$ cat config.mk
export PLATFORM = sky130hd
export DESIGN_NAME = rev_select_latch
export DESIGN_NICKNAME = d
export VERILOG_FILES = /design/src/rtl/rev_sel_pkg.sv /design/src/rtl/rsl_sync.sv /design/src/rtl/rsl_event_qual.sv /design/src/rtl/rsl_base_lut.sv /design/src/rtl/rsl_capture.sv /design/src/rtl/rev_select_latch.sv
export SDC_FILE = /design/constraint.sdc
export NUM_CORES = 1
export LEC_CHECK = 0
export BUFFER_PORTS_ARGS = -buffer_cell sky130_fd_sc_hd__buf_2
export CORE_ASPECT_RATIO = 1.25
export CORE_MARGIN = 2
export CORE_UTILIZATION = 29
export DETAILED_ROUTE_END_ITERATION = 10
export GPL_TIMING_DRIVEN = 0
export SLEW_MARGIN = 20
export SYNTH_ARGS = -nofsm -noshare
export SYNTH_HDL_FRONTEND = slang
export SYNTH_SLANG_ARGS = --single-unit
export TNS_END_PERCENT = 1
$ cat constraint.sdc
create_clock -name clk_i -period 1.2 [get_ports clk_i]
set_clock_uncertainty 0.1 [all_clocks]
set_input_delay 0.06 -clock clk_i [delete_from_list [all_inputs] [get_ports clk_i]]
set_output_delay 0.06 -clock clk_i [all_outputs]
set_load 0.01 [all_outputs]
$ cat src/rtl/rev_sel_pkg.sv
package rev_sel_pkg;
  localparam int unsigned NUM_REV = 4;
  localparam int unsigned REV_W   = $clog2(NUM_REV);
  typedef logic [REV_W-1:0] rev_t;
  // index of each control inside the synchronized vector
  localparam int unsigned CTL_CE  = 0;
  localparam int unsigned CTL_OE  = 1;
  localparam int unsigned CTL_RCF = 2;
  localparam int unsigned CTL_N   = 3;
endpackage

$ cat src/rtl/rsl_sync.sv
module rsl_sync #(
  parameter int unsigned        W       = 1,
  parameter int unsigned        STAGES  = 2,
  parameter logic [W-1:0]       RST_VAL = '0
) (
  input  logic         clk_i,
  input  logic         rst_ni,
  input  logic [W-1:0] d_i,
  output logic [W-1:0] q_o
);
  logic [STAGES-1:0][W-1:0] stg_q;

  always_ff @(posedge clk_i or negedge rst_ni) begin
    if (!rst_ni) begin
      for (int i = 0; i < STAGES; i++) stg_q[i] <= RST_VAL;
    end else begin
      stg_q[0] <= d_i;
      for (int i = 1; i < STAGES; i++) stg_q[i] <= stg_q[i-1];
    end
  end

  assign q_o = stg_q[STAGES-1];
endmodule

$ cat src/rtl/rsl_event_qual.sv
module rsl_event_qual (
  input  logic clk_i,
  input  logic rst_ni,
  input  logic ce_n_s_i,
  input  logic oe_n_s_i,
  input  logic rcf_n_s_i,
  input  logic cmd_i,
  output logic req_o
);
  logic ce_prev_q, oe_prev_q, rcf_prev_q, started_q, req_q;
  logic ce_rise, oe_fall, rcf_rise, ce_low;

  assign ce_low   = ~ce_n_s_i;
  assign ce_rise  = ce_n_s_i & ~ce_prev_q;
  assign oe_fall  = ~oe_n_s_i & oe_prev_q;
  assign rcf_rise = rcf_n_s_i & ~rcf_prev_q;

  always_ff @(posedge clk_i or negedge rst_ni) begin
    if (!rst_ni) begin
      ce_prev_q  <= 1'b1;
      oe_prev_q  <= 1'b1;
      rcf_prev_q <= 1'b1;
      started_q  <= 1'b0;
      req_q      <= 1'b0;
    end else begin
      ce_prev_q  <= ce_n_s_i;
      oe_prev_q  <= oe_n_s_i;
      rcf_prev_q <= rcf_n_s_i;
      started_q  <= 1'b1;
      // coincident events merge into one request
      req_q      <= ~started_q | ce_rise | cmd_i
                  | (ce_low & (oe_fall | rcf_rise));
    end
  end

  assign req_o = req_q;

  assert_ce_rise_R4: assert property (@(posedge clk_i) disable iff (!rst_ni)
    $rose(ce_n_s_i) |=> req_o);
  assert_oe_fall_R5: assert property (@(posedge clk_i) disable iff (!rst_ni)
    (!ce_n_s_i && $fell(oe_n_s_i)) |=> req_o);
  assert_rcf_rise_R6: assert property (@(posedge clk_i) disable iff (!rst_ni)
    (!ce_n_s_i && $rose(rcf_n_s_i)) |=> req_o);
  assert_cmd_R7: assert property (@(posedge clk_i) disable iff (!rst_ni)
    cmd_i |=> req_o);
endmodule

$ cat src/rtl/rsl_base_lut.sv
module rsl_base_lut
  import rev_sel_pkg::*;
#(
  parameter int unsigned                     ADDR_W      = 24,
  parameter logic [NUM_REV-1:0][ADDR_W-1:0]  BASE_ADDR   = '0,
  parameter logic [NUM_REV-1:0]              REV_PRESENT = '1
) (
  input  rev_t              rev_i,
  output logic [ADDR_W-1:0] base_o,
  output logic              absent_o
);
  always_comb begin
    base_o   = '0;
    absent_o = 1'b1;
    for (int r = 0; r < NUM_REV; r++) begin
      if (rev_i == rev_t'(r)) begin
        base_o   = BASE_ADDR[r];
        absent_o = ~REV_PRESENT[r];
      end
    end
  end
endmodule

$ cat src/rtl/rsl_capture.sv
module rsl_capture
  import rev_sel_pkg::*;
#(
  parameter int unsigned                     ADDR_W      = 24,
  parameter logic [NUM_REV-1:0][ADDR_W-1:0]  BASE_ADDR   = '0,
  parameter logic [NUM_REV-1:0]              REV_PRESENT = '1
) (
  input  logic              clk_i,
  input  logic              rst_ni,
  input  logic              req_i,
  input  logic              src_sel_i,
  input  rev_t              rev_pin_i,
  input  rev_t              rev_reg_i,
  output rev_t              rev_o,
  output logic [ADDR_W-1:0] base_o,
  output logic              err_o
);
  rev_t              sel_rev, rev_q;
  logic [ADDR_W-1:0] lut_base, base_q;
  logic              lut_absent, err_q;

  assign sel_rev = src_sel_i ? rev_reg_i : rev_pin_i;

  rsl_base_lut #(
    .ADDR_W     (ADDR_W),
    .BASE_ADDR  (BASE_ADDR),
    .REV_PRESENT(REV_PRESENT)
  ) i_lut (
    .rev_i   (sel_rev),
    .base_o  (lut_base),
    .absent_o(lut_absent)
  );

  always_ff @(posedge clk_i or negedge rst_ni) begin
    if (!rst_ni) begin
      rev_q  <= '0;
      base_q <= BASE_ADDR[0];
      err_q  <= ~REV_PRESENT[0];
    end else if (req_i) begin
      rev_q  <= sel_rev;
      base_q <= lut_base;
      err_q  <= lut_absent;
    end
  end

  assign rev_o  = rev_q;
  assign base_o = base_q;
  assign err_o  = err_q;

  assert_hold_R8: assert property (@(posedge clk_i) disable iff (!rst_ni)
    !req_i |=> ($stable(rev_o) && $stable(base_o) && $stable(err_o)));
  assert_capture_R2: assert property (@(posedge clk_i) disable iff (!rst_ni)
    req_i |=> (rev_o == $past(src_sel_i ? rev_reg_i : rev_pin_i)));
endmodule

$ cat src/rtl/rev_select_latch.sv
module rev_select_latch
  import rev_sel_pkg::*;
#(
  parameter int unsigned                     ADDR_W      = 24,
  parameter int unsigned                     SYNC_STAGES = 2,
  parameter logic [NUM_REV-1:0][ADDR_W-1:0]  BASE_ADDR   = {24'h000000, 24'h300000,
                                                            24'h200000, 24'h000000},
  parameter logic [NUM_REV-1:0]              REV_PRESENT = 4'b0111
) (
  input  logic              clk_i,
  input  logic              rst_ni,
  input  logic              chip_en_ni,
  input  logic              oe_rst_ni,
  input  logic              reconf_ni,
  input  logic              reconf_cmd_i,
  input  logic              src_sel_i,
  input  logic [1:0]        rev_pin_i,
  input  logic [1:0]        rev_reg_i,
  output logic [1:0]        rev_o,
  output logic [ADDR_W-1:0] base_addr_o,
  output logic              absent_err_o
);
  logic [CTL_N-1:0] ctl_raw, ctl_s;
  logic             req;
  rev_t             rev_q;

  assign ctl_raw[CTL_CE]  = chip_en_ni;
  assign ctl_raw[CTL_OE]  = oe_rst_ni;
  assign ctl_raw[CTL_RCF] = reconf_ni;

  rsl_sync #(
    .W      (CTL_N),
    .STAGES (SYNC_STAGES),
    .RST_VAL({CTL_N{1'b1}})
  ) i_sync (
    .clk_i (clk_i),
    .rst_ni(rst_ni),
    .d_i   (ctl_raw),
    .q_o   (ctl_s)
  );

  rsl_event_qual i_qual (
    .clk_i    (clk_i),
    .rst_ni   (rst_ni),
    .ce_n_s_i (ctl_s[CTL_CE]),
    .oe_n_s_i (ctl_s[CTL_OE]),
    .rcf_n_s_i(ctl_s[CTL_RCF]),
    .cmd_i    (reconf_cmd_i),
    .req_o    (req)
  );

  rsl_capture #(
    .ADDR_W     (ADDR_W),
    .BASE_ADDR  (BASE_ADDR),
    .REV_PRESENT(REV_PRESENT)
  ) i_cap (
    .clk_i    (clk_i),
    .rst_ni   (rst_ni),
    .req_i    (req),
    .src_sel_i(src_sel_i),
    .rev_pin_i(rev_pin_i),
    .rev_reg_i(rev_reg_i),
    .rev_o    (rev_q),
    .base_o   (base_addr_o),
    .err_o    (absent_err_o)
  );

  assign rev_o = rev_q;

  assert_base_R1: assert property (@(posedge clk_i) disable iff (!rst_ni)
    base_addr_o == BASE_ADDR[rev_o]);
  assert_absent_R10: assert property (@(posedge clk_i) disable iff (!rst_ni)
    absent_err_o == ~REV_PRESENT[rev_o]);
endmodule

-- Word level (Yosys, flattened, before mapping)
Index checks and enable logic that the tools add are counted.
- bits of input ports: 11
- memories: 0
- memory bits (read-only): 0
- latch bits: 0
- register bits: 38
- RAM bits: 0
- word-level logic and storage cells: 35
- output and inout bits: 27
- multiply operators: 0
- add/sub/neg operators: 0
- equal/unequal tests: 3
- mux-type cells: 8
- reductions and logical operators: 1
- shifts and indexed selects: 0
- divide/modulo/power cells: 0
- $lt $le $gt $ge: 0
- bitwise operators: 13
- operator list (kind ; number):
    24-bit two-way mux ; 2
    22-bit two-way mux ; 1
    1-bit NOT ; 5
    1-bit AND ; 4
    2-bit == test, second input constant ; 2
    1-bit two-way mux ; 4
    1-bit OR ; 4
    2-bit by 1-bit == test with 1-bit output, second input constant ; 1
    2-bit logical NOT ; 1
    2-bit two-way mux ; 1

-- Depth between registers and ports, before layout
Gate-level depths: netlist (run 1).
- depth in word-level cells: 6
- depth in mapped cells: 4
- gate-level depth less buffers: 4

-- Modules after synthesis
From an unflattened synthesis (run 1), not the netlist that was laid out.
- cell total of the unflattened synthesis: 106
- area, all modules: 1671.6 µm²
- modules (own cells, without submodules) (module ; area each (µm²) ; cells an instance ; times used ; seq. area each (µm²)):
    rsl_capture ; 1126.1 ; 59 ; 1 ; 675.6
    rsl_base_lut ; 201.4 ; 27 ; 1 ; 0.0
    rsl_sync ; 180.2 ; 9 ; 1 ; 157.7
    rsl_event_qual ; 163.9 ; 11 ; 1 ; 128.9

-- Least setup slack after synthesis (run 1)
OpenSTA, ideal clock, no wires.
- path kind: register to register
- start: register i_qual.rcf_prev_q
- end: register i_qual.req_q (netlist: i_qual.req_o)
- arrival: 0.815 ns
- data required time: 0.969 ns
- period minus slack after synthesis: 1.046 ns
- setup time: 0.131 ns
- cell stages (with the launch flop): 4
- slack: 0.154 ns
- cells stage by stage: dfstp_2 > nor2b_1 > o31ai_1 > nand3b_1
- word-level cells in the longest chain between the ends: 5
- ends and longest elaborated chain (what ; RTL line ; source):
    from (decl) ; rsl_event_qual.sv:10 ; logic ce_prev_q, oe_prev_q, rcf_prev_q, started_q, req_q;
    from (signal assigned) ; rsl_event_qual.sv:28 ; rcf_prev_q <= rcf_n_s_i;
    1-bit NOT ; rsl_event_qual.sv:16 ; assign rcf_rise = rcf_n_s_i & ~rcf_prev_q;
    1-bit AND ; rsl_event_qual.sv:16 ;
    1-bit OR ; rsl_event_qual.sv:32 ; | (ce_low & (oe_fall | rcf_rise));
    1-bit AND ; rsl_event_qual.sv:32 ;
    1-bit OR ; rsl_event_qual.sv:32 ;
    to (signal assigned) ; rsl_event_qual.sv:31 ; req_q <= ~started_q | ce_rise | cmd_i
    to (decl) ; rsl_event_qual.sv:10 ;
No other way between the ends.
A chain may end at the register's enable or synchronous reset.

-- Worst setup path after layout (run 1)
Ends and elaborated chain as after synthesis.

==> impl_summary.txt, run 1 <==
----------------------------------------------------
[Outcome]
  Status ... finished clean

[Clocking]
  Cts repair resizes ... 0
  Root buffer cell ... sky130_fd_sc_hd__clkbuf_4
  Skew-Pair Late Insertion Delay ... 0.28 ns
  Number of hold buffers added after cts ... 5
  Setup Fix Bufs, Post-CTS ... 0
  Clock transition at the registers of the reported paths ... 0.09 ns
  Number of sinks driven by the clock tree ... 16
  Number of buffers on the longest clock path ... 2
  Clock tree from TritonCTS ... done
  Total clock buffers created by CTS ... 3
  Maximum level of the CTS H-tree ... 1

[Placed design]
  Dpl hpwl ... 753 um
  GPL Wtd Cong ... 0.709
  Total of buffers placed on input and output ports ... 15
  Post-Place Worst Slack ... -0.0209 ns
  Number of placed instances with taps included ... 127

[Synth]
  Cell area after synthesis ... 729 sq um
  Largest cells by area after synthesis ... sky130_fd_sc_hd__dfstp_2 32%, sky130_fd_sc_hd__dfrtp_1 24%, sky130_fd_sc_hd__buf_4 23%
  EDFF count, synth ... 0
  Most frequently used cell type in the post-synthesis netlist ... sky130_fd_sc_hd__buf_4
  Post-synthesis register bit count ... 16
  Top cells by instance count after synthesis ... 22 x sky130_fd_sc_hd__buf_4, 9 x sky130_fd_sc_hd__dfstp_2, 7 x sky130_fd_sc_hd__dfrtp_1
  Area leader, netlist ... sky130_fd_sc_hd__dfstp_2
  Distinct cell type count after synthesis ... 16
  Mean area per synthesized cell ... 12.6 sq um
  Register area share after synthesis ... 56.4%
  Fraction of synthesized cell area taken by the top area cell type ... 32.4%
  Share of async-settable or async-resettable flops after synthesis ... 100%
  Synth Warn # ... 0
  Top_reg_cell synth ... sky130_fd_sc_hd__dfstp_2
  Post-Synthesis Cells ... 58

[Global routing]
  Met1 usage in global routing ... 7.64%
  Global Route met3 Usage ... 2.75%
  Grt peak-use layer ... met2
  Met2 track demand over resource in global routing ... 12.7%
  Initial antenna violation count ... 0
  Via count of the first global-routing pass ... 394
  Remaining Overflow, GRT ... 0
  Wire length of the first global-routing pass ... 1.64 mm
  Largest net degree at the start of global routing ... 17
  GRT Overall Usage ... 7.73%

[Power and ir drop]
  Power density of the placed cells ... 1130 mW/mm^2
  Post-layout total power ... 0.00114 W
  Peak supply drop ... 0.778 mV
  Leakage power of the design ... 0.547 nW

[Critical path]
  Type of element launching the critical path ... register
  Critical Path Max Stage Delay ... 0.53 ns
  Crit path buffers/inverters ... 0
  Count of cells along the worst register-to-register path ... 3
  Category of cells accounting for the largest share of critical-path delay ... flip-flops
  Classification of the worst setup path ... reg2reg
  Largest fanout of any net on the critical path ... 1
  Launch instance of the worst register-to-register path ... i_qual.rcf_prev_q
  Arrival @ worst endpoint ... 1.17 ns
  Endpoint kind of the worst setup timing path ... register
  Library cell contributing the largest single delay on the critical path ... sky130_fd_sc_hd__dfstp_2
  Cell Chain, Critical Path ... nor2b_1, o31ai_1, nand3b_1
  Required @ worst endpoint ... 1.26 ns
  Number of logic stages on the critical path including buffering ... 3
  Worst setup path startpoint ... i_qual.rcf_prev_q

[Final layout]
  Register cell area after layout ... 412 sq um
  Final instance count without filler cells ... 136
  Filler instances ... 250
  Total area of multi-input combinational cells ... 223 sq um
  Ratio of cells with drive above 1 in the final layout ... 53.4%
  Diode count ... 0
  Layout overhead on the synthesized area ... 38.6%
  Utilization of the core after routing ... 42.1%
  Post-layout net count ... 117

[STA]
  Final hold violation count ... 0
  Final-layout worst hold slack ... 0.0565 ns
  Achievable clock frequency ... 0.907 GHz
  Least setup slack across all paths after layout ... 0.0980 ns
  Max-slew violations ... 0
  RSZ-0062 raised after global routing ... no
  Final setup fails ... 0
  Minimum clock period after layout ... 1.10 ns
  Ratio of final minimum period to clock period ... 91.8%

[Floorplanning]
  Initial Util ... 30.4%
  Floorplan die area ... 0.00294 sq mm
  Y dimension of the die ... 60.1 um
  Overall die width ... 48.9 um
  Standard-cell rows ... 20
  Io pins ... 38
  Core area ... 0.00240 sq mm

[Drt]
  Via-per-instance ratio ... 3.22
  Mean routed wirelength per cell ... 7.07 um
  Number of DRC violations after detailed-routing iteration 0 ... 6
  Sum of routed wire length over all layers ... 962 um
  First-pass DRT Iterations ... 4
  Via total after detailed routing ... 438
  Final ANT Viol Nets ... 0
  Number of design rule violations left after detail routing ... 0

[Worst hold path]
  Worst Hold Class ... in2reg
  Start point of the worst min-delay path ... rev_pin_i[0]
  WHS Path Cells ... 3

[Job]
  Maximum capacitance violations ... 0

----------------------------------------------------
## sequential cells by signal (all words and copies together), names as in the netlist
name and count:
i_qual.started_q 1, i_qual.oe_prev_q 1, i_qual.req_o 1, i_qual.ce_prev_q 1
i_cap.err_o 1, i_sync.stg_q 3, i_cap.rev_o 2, i_cap.base_o 2
i_qual.rcf_prev_q 1, i_sync.q_o 3
## layer usage
layer  up-vias  wire length, um
met4         0                0
met5         -                0
met1       182              340
met3         0              134
met2        30              488
li1        226                -
## layout by cell type (no fill, tap or decap), drive strengths merged, types with 4 or more instances in the layout
| cell type | instances |
|---|---|
| mux2 | 4 |
| buf | 38 |
| dlygate4sd3 | 5 |
| clkbuf | 4 |
| conb | 23 |
| dfstp | 9 |
| dfrtp | 7 |
## worst reg2reg max path, delay by kind of cell, from the launching register on
kind | cells | cell delay, ns
flops | 1 | 0.53
compound gates | 1 | 0.23
simple gates | 2 | 0.14
## path summary, 6_finish.rpt
| path | endpoint | slack, ns |
|---|---|---|
| setup / recovery | i_qual.req_o | 0.1 |
| hold / removal | i_cap.rev_o[0] | 0.06 |
| setup reg to reg | i_qual.req_o | 0.1 |
| hold reg to reg | i_sync.q_o[1] | 0.26 |
| max in group asynchronous | i_qual.rcf_prev_q | 0.61 |
| min in group asynchronous | i_qual.started_q | 0.10 |
## power by group
part | switching [W] | internal (W)
combinational | 0.0000921 | 0.000108
sequential | 0.0000140 | 0.000589
clock | 0.000156 | 0.000185
total | 0.000263 | 0.000881
## cell families after synthesis
logic type	synth area share, %
AOI/OAI and AO/OA	2.40
adders and majority gates	3.43
buffers and inverters	23.8
DFF	56.4
muxes	8.58
other	1.03
and+or+nand+nor	4.29
## final cells by class
class | count | area share [%]
plain buffers | 23 | 16.8
inverters | 1 | 0.371
clock buffers | 4 | 3.59
well taps | 33 | 4.08
multi-input cells | 39 | 22.0
repair buffers | 20 | 12.4
flip-flops and latches | 16 | 40.7
## through the flow
stage,cell area (sq um),TNS (ns)
2_1_floorplan,808,0
3_3_place_gp,925,-0.00731
3_5_place_dp,925,-0.0209
4_1_cts,1010,0
5_1_grt,1010,0
6_report,1010,0
Power figures use the tool's default switching activity.
==> run 2, diff against run 1 <==
CORE_UTILIZATION = 30   (was 29)
==> run 2 against run 1 <==
  * Fmax down 1.4%
  * First-iteration DRC count unchanged
  * Non-clock buffer count is the same
  * Die area fell by 3.1%
  * Setup slack worse by 0.016 ns
  * Sequential share of layout area did not move
  * Global-route usage decreased by 0.72 points
  * Wire length up 1.0%
  * Via count rose by 0.91%
  * Critical path type unchanged
  * Largest power group unchanged
==> impl_summary.txt, run 2 (synthesis results as in run 1) <==
----------------------------------------------------
[Final layout]
  Commonest cells after routing, fill and taps aside ... 23 x sky130_fd_sc_hd__conb_1, 22 x sky130_fd_sc_hd__buf_4, 16 x sky130_fd_sc_hd__buf_2
  Post-layout net count ... 117
  Filler instances ... 217
  Diode count ... 0
  Ratio of cells with drive above 1 in the final layout ... 53.4%
  Most frequent standard cell in the layout excluding fill and tap cells ... sky130_fd_sc_hd__conb_1
  Utilization of the core after routing ... 42.5%
  Layout overhead on the synthesized area ... 38.6%
  Final non-filler cell area ... 0.00101 sq mm

[Critical path]
  Launch instance of the worst register-to-register path ... i_qual.rcf_prev_q
  R2r endpoint ... i_qual.req_o
  Endpoint kind of the worst setup timing path ... register
  Arrival @ worst endpoint ... 1.18 ns
  Classification of the worst setup path ... reg2reg
  Setup slack on the worst flop-to-flop path ... 0.08 ns
  Count of cells along the worst register-to-register path ... 3
  Type of element launching the critical path ... register
  Largest fanout of any net on the critical path ... 1
  Worst setup path startpoint ... i_qual.rcf_prev_q
  Required @ worst endpoint ... 1.26 ns

[Drt]
  Number of DRC violations after detailed-routing iteration 0 ... 6
  Routed wire length on met2 ... 436 um
  Highest routed metal layer ... met3
  Via-per-instance ratio ... 3.25
  Met3 layer wire length in the routed design ... 109 um
  Via total after detailed routing ... 442
  Final ANT Viol Nets ... 0
  Mean routed wirelength per cell ... 7.15 um
  Number of design rule violations left after detail routing ... 0
  First-pass DRT Iterations ... 4
  Met1 routed wirelength after detailed routing ... 426 um
  Sum of routed wire length over all layers ... 972 um

[Placed design]
  Dpl hpwl ... 753 um
  GPL Wtd Cong ... 0.675
  Total of buffers placed on input and output ports ... 15
  Cell Area, Placed ... 925 sq um

[Power and ir drop]
  Leakage power of the design ... 0.547 nW
  Power density of the placed cells ... 1140 mW/mm^2
  Peak supply drop ... 0.667 mV

[Clocking]
  Number of sinks driven by the clock tree ... 16
  Maximum level of the CTS H-tree ... 1
  Clock tree from TritonCTS ... done
  Clock transition at the registers of the reported paths ... 0.09 ns
  Number of buffers on the longest clock path ... 2
  Skew-Pair Late Insertion Delay ... 0.28 ns
  Root buffer cell ... sky130_fd_sc_hd__clkbuf_4
  Total clock buffers created by CTS ... 3

[STA]
  Achievable clock frequency ... 0.895 GHz
  Minimum clock period after layout ... 1.12 ns
  Final hold violation count ... 0
  Max-slew violations ... 0
  Ratio of final minimum period to clock period ... 93.1%
  Final setup fails ... 0
  RSZ-0062 raised after global routing ... no

[Global routing]
  Via count of the first global-routing pass ... 353
  Initial antenna violation count ... 0
  Largest net degree at the start of global routing ... 17
  Remaining Overflow, GRT ... 0
  Wire length of the first global-routing pass ... 1.39 mm
  GRT Overall Usage ... 7.01%

[Worst hold path]
  Sink of the worst hold path ... i_cap.rev_o[0]
  Start point of the worst min-delay path ... rev_pin_i[0]
  WHS Path Cells ... 3
  Worst Hold Class ... in2reg

[Floorplanning]
  Initial Util ... 30.7%
  Y dimension of the die ... 59.1 um
  Io pins ... 38
  Floorplan die area ... 0.00284 sq mm
  Overall die width ... 48.1 um
  Standard-cell rows ... 20
  Core area ... 0.00238 sq mm

[Outcome]
  Status ... finished clean

[Job]
  Maximum capacitance violations ... 0

----------------------------------------------------
-- run 2: layout make-up --
| type | instances | area [sq um] | share of cell area [%] |
|---|---|---|---|
| plain buffers | 23 | 170 | 16.8 |
| clock buffers | 4 | 36.3 | 3.59 |
| inverters | 1 | 3.75 | 0.371 |
| multi-input cells | 39 | 223 | 22.0 |
| flip-flops and latches | 16 | 412 | 40.7 |
| well taps | 33 | 41.3 | 4.08 |
| repair buffers | 20 | 125 | 12.4 |
-- run 2: worst max-delay path, cell delays in order (launching register included) --
cell and delay, ns:
sky130_fd_sc_hd__dfstp_2 0.53, sky130_fd_sc_hd__nor2b_1 0.04, sky130_fd_sc_hd__o31ai_1 0.24, sky130_fd_sc_hd__nand3b_1 0.10
-- run 2: how the worst max path moves through the flow --
stage / depth (start not counted) / endpoint / slack (ns)
2_1_floorplan: 3 / i_qual.req_o / 0.15
3_3_place_gp: 5 / i_cap.err_o / -0.0004
3_5_place_dp: 5 / i_cap.err_o / -0.04
4_1_cts: 3 / i_qual.req_o / 0.07
5_1_grt: 3 / i_qual.req_o / 0.04
6_report: 3 / i_qual.req_o / 0.08
-- run 2: power breakdown --
group          leakage [nW]  switching [W]  internal [W]
Clock                0.0210       0.000161      0.000184
Combinational         0.349      0.0000925      0.000108
Sequential            0.176      0.0000150      0.000589
Total                 0.547       0.000268      0.000881
-- run 2: routing by layer --
metal,global-route usage (%),vias up
li1,-,225
met1,7.81,188
met2,11.8,29
met3,1.83,0
met4,3.47,0
met5,0,-
-- run 2: repair_timing --
action                                 CTS  global route
hold buffers                             5             0
endpoints found under the hold margin   20             0
buffers inserted                         0             0
gates resized for setup                  0             0
-- run 2: stage by stage --
stage,std cells,power [W],hold WS [ns],setup TNS [ns],worst slack [ns]
2_1_floorplan,79,0.000746,-0.336,0,0.154
3_3_place_gp,127,0.000797,-0.126,-0.000441,-0.000441
3_5_place_dp,127,0.000802,-0.113,-0.0447,-0.0447
4_1_cts,136,0.00117,0.0673,0,0.0725
5_1_grt,136,0.00122,0.0712,0,0.0405
6_report,136,0.00115,0.0679,0,0.0823
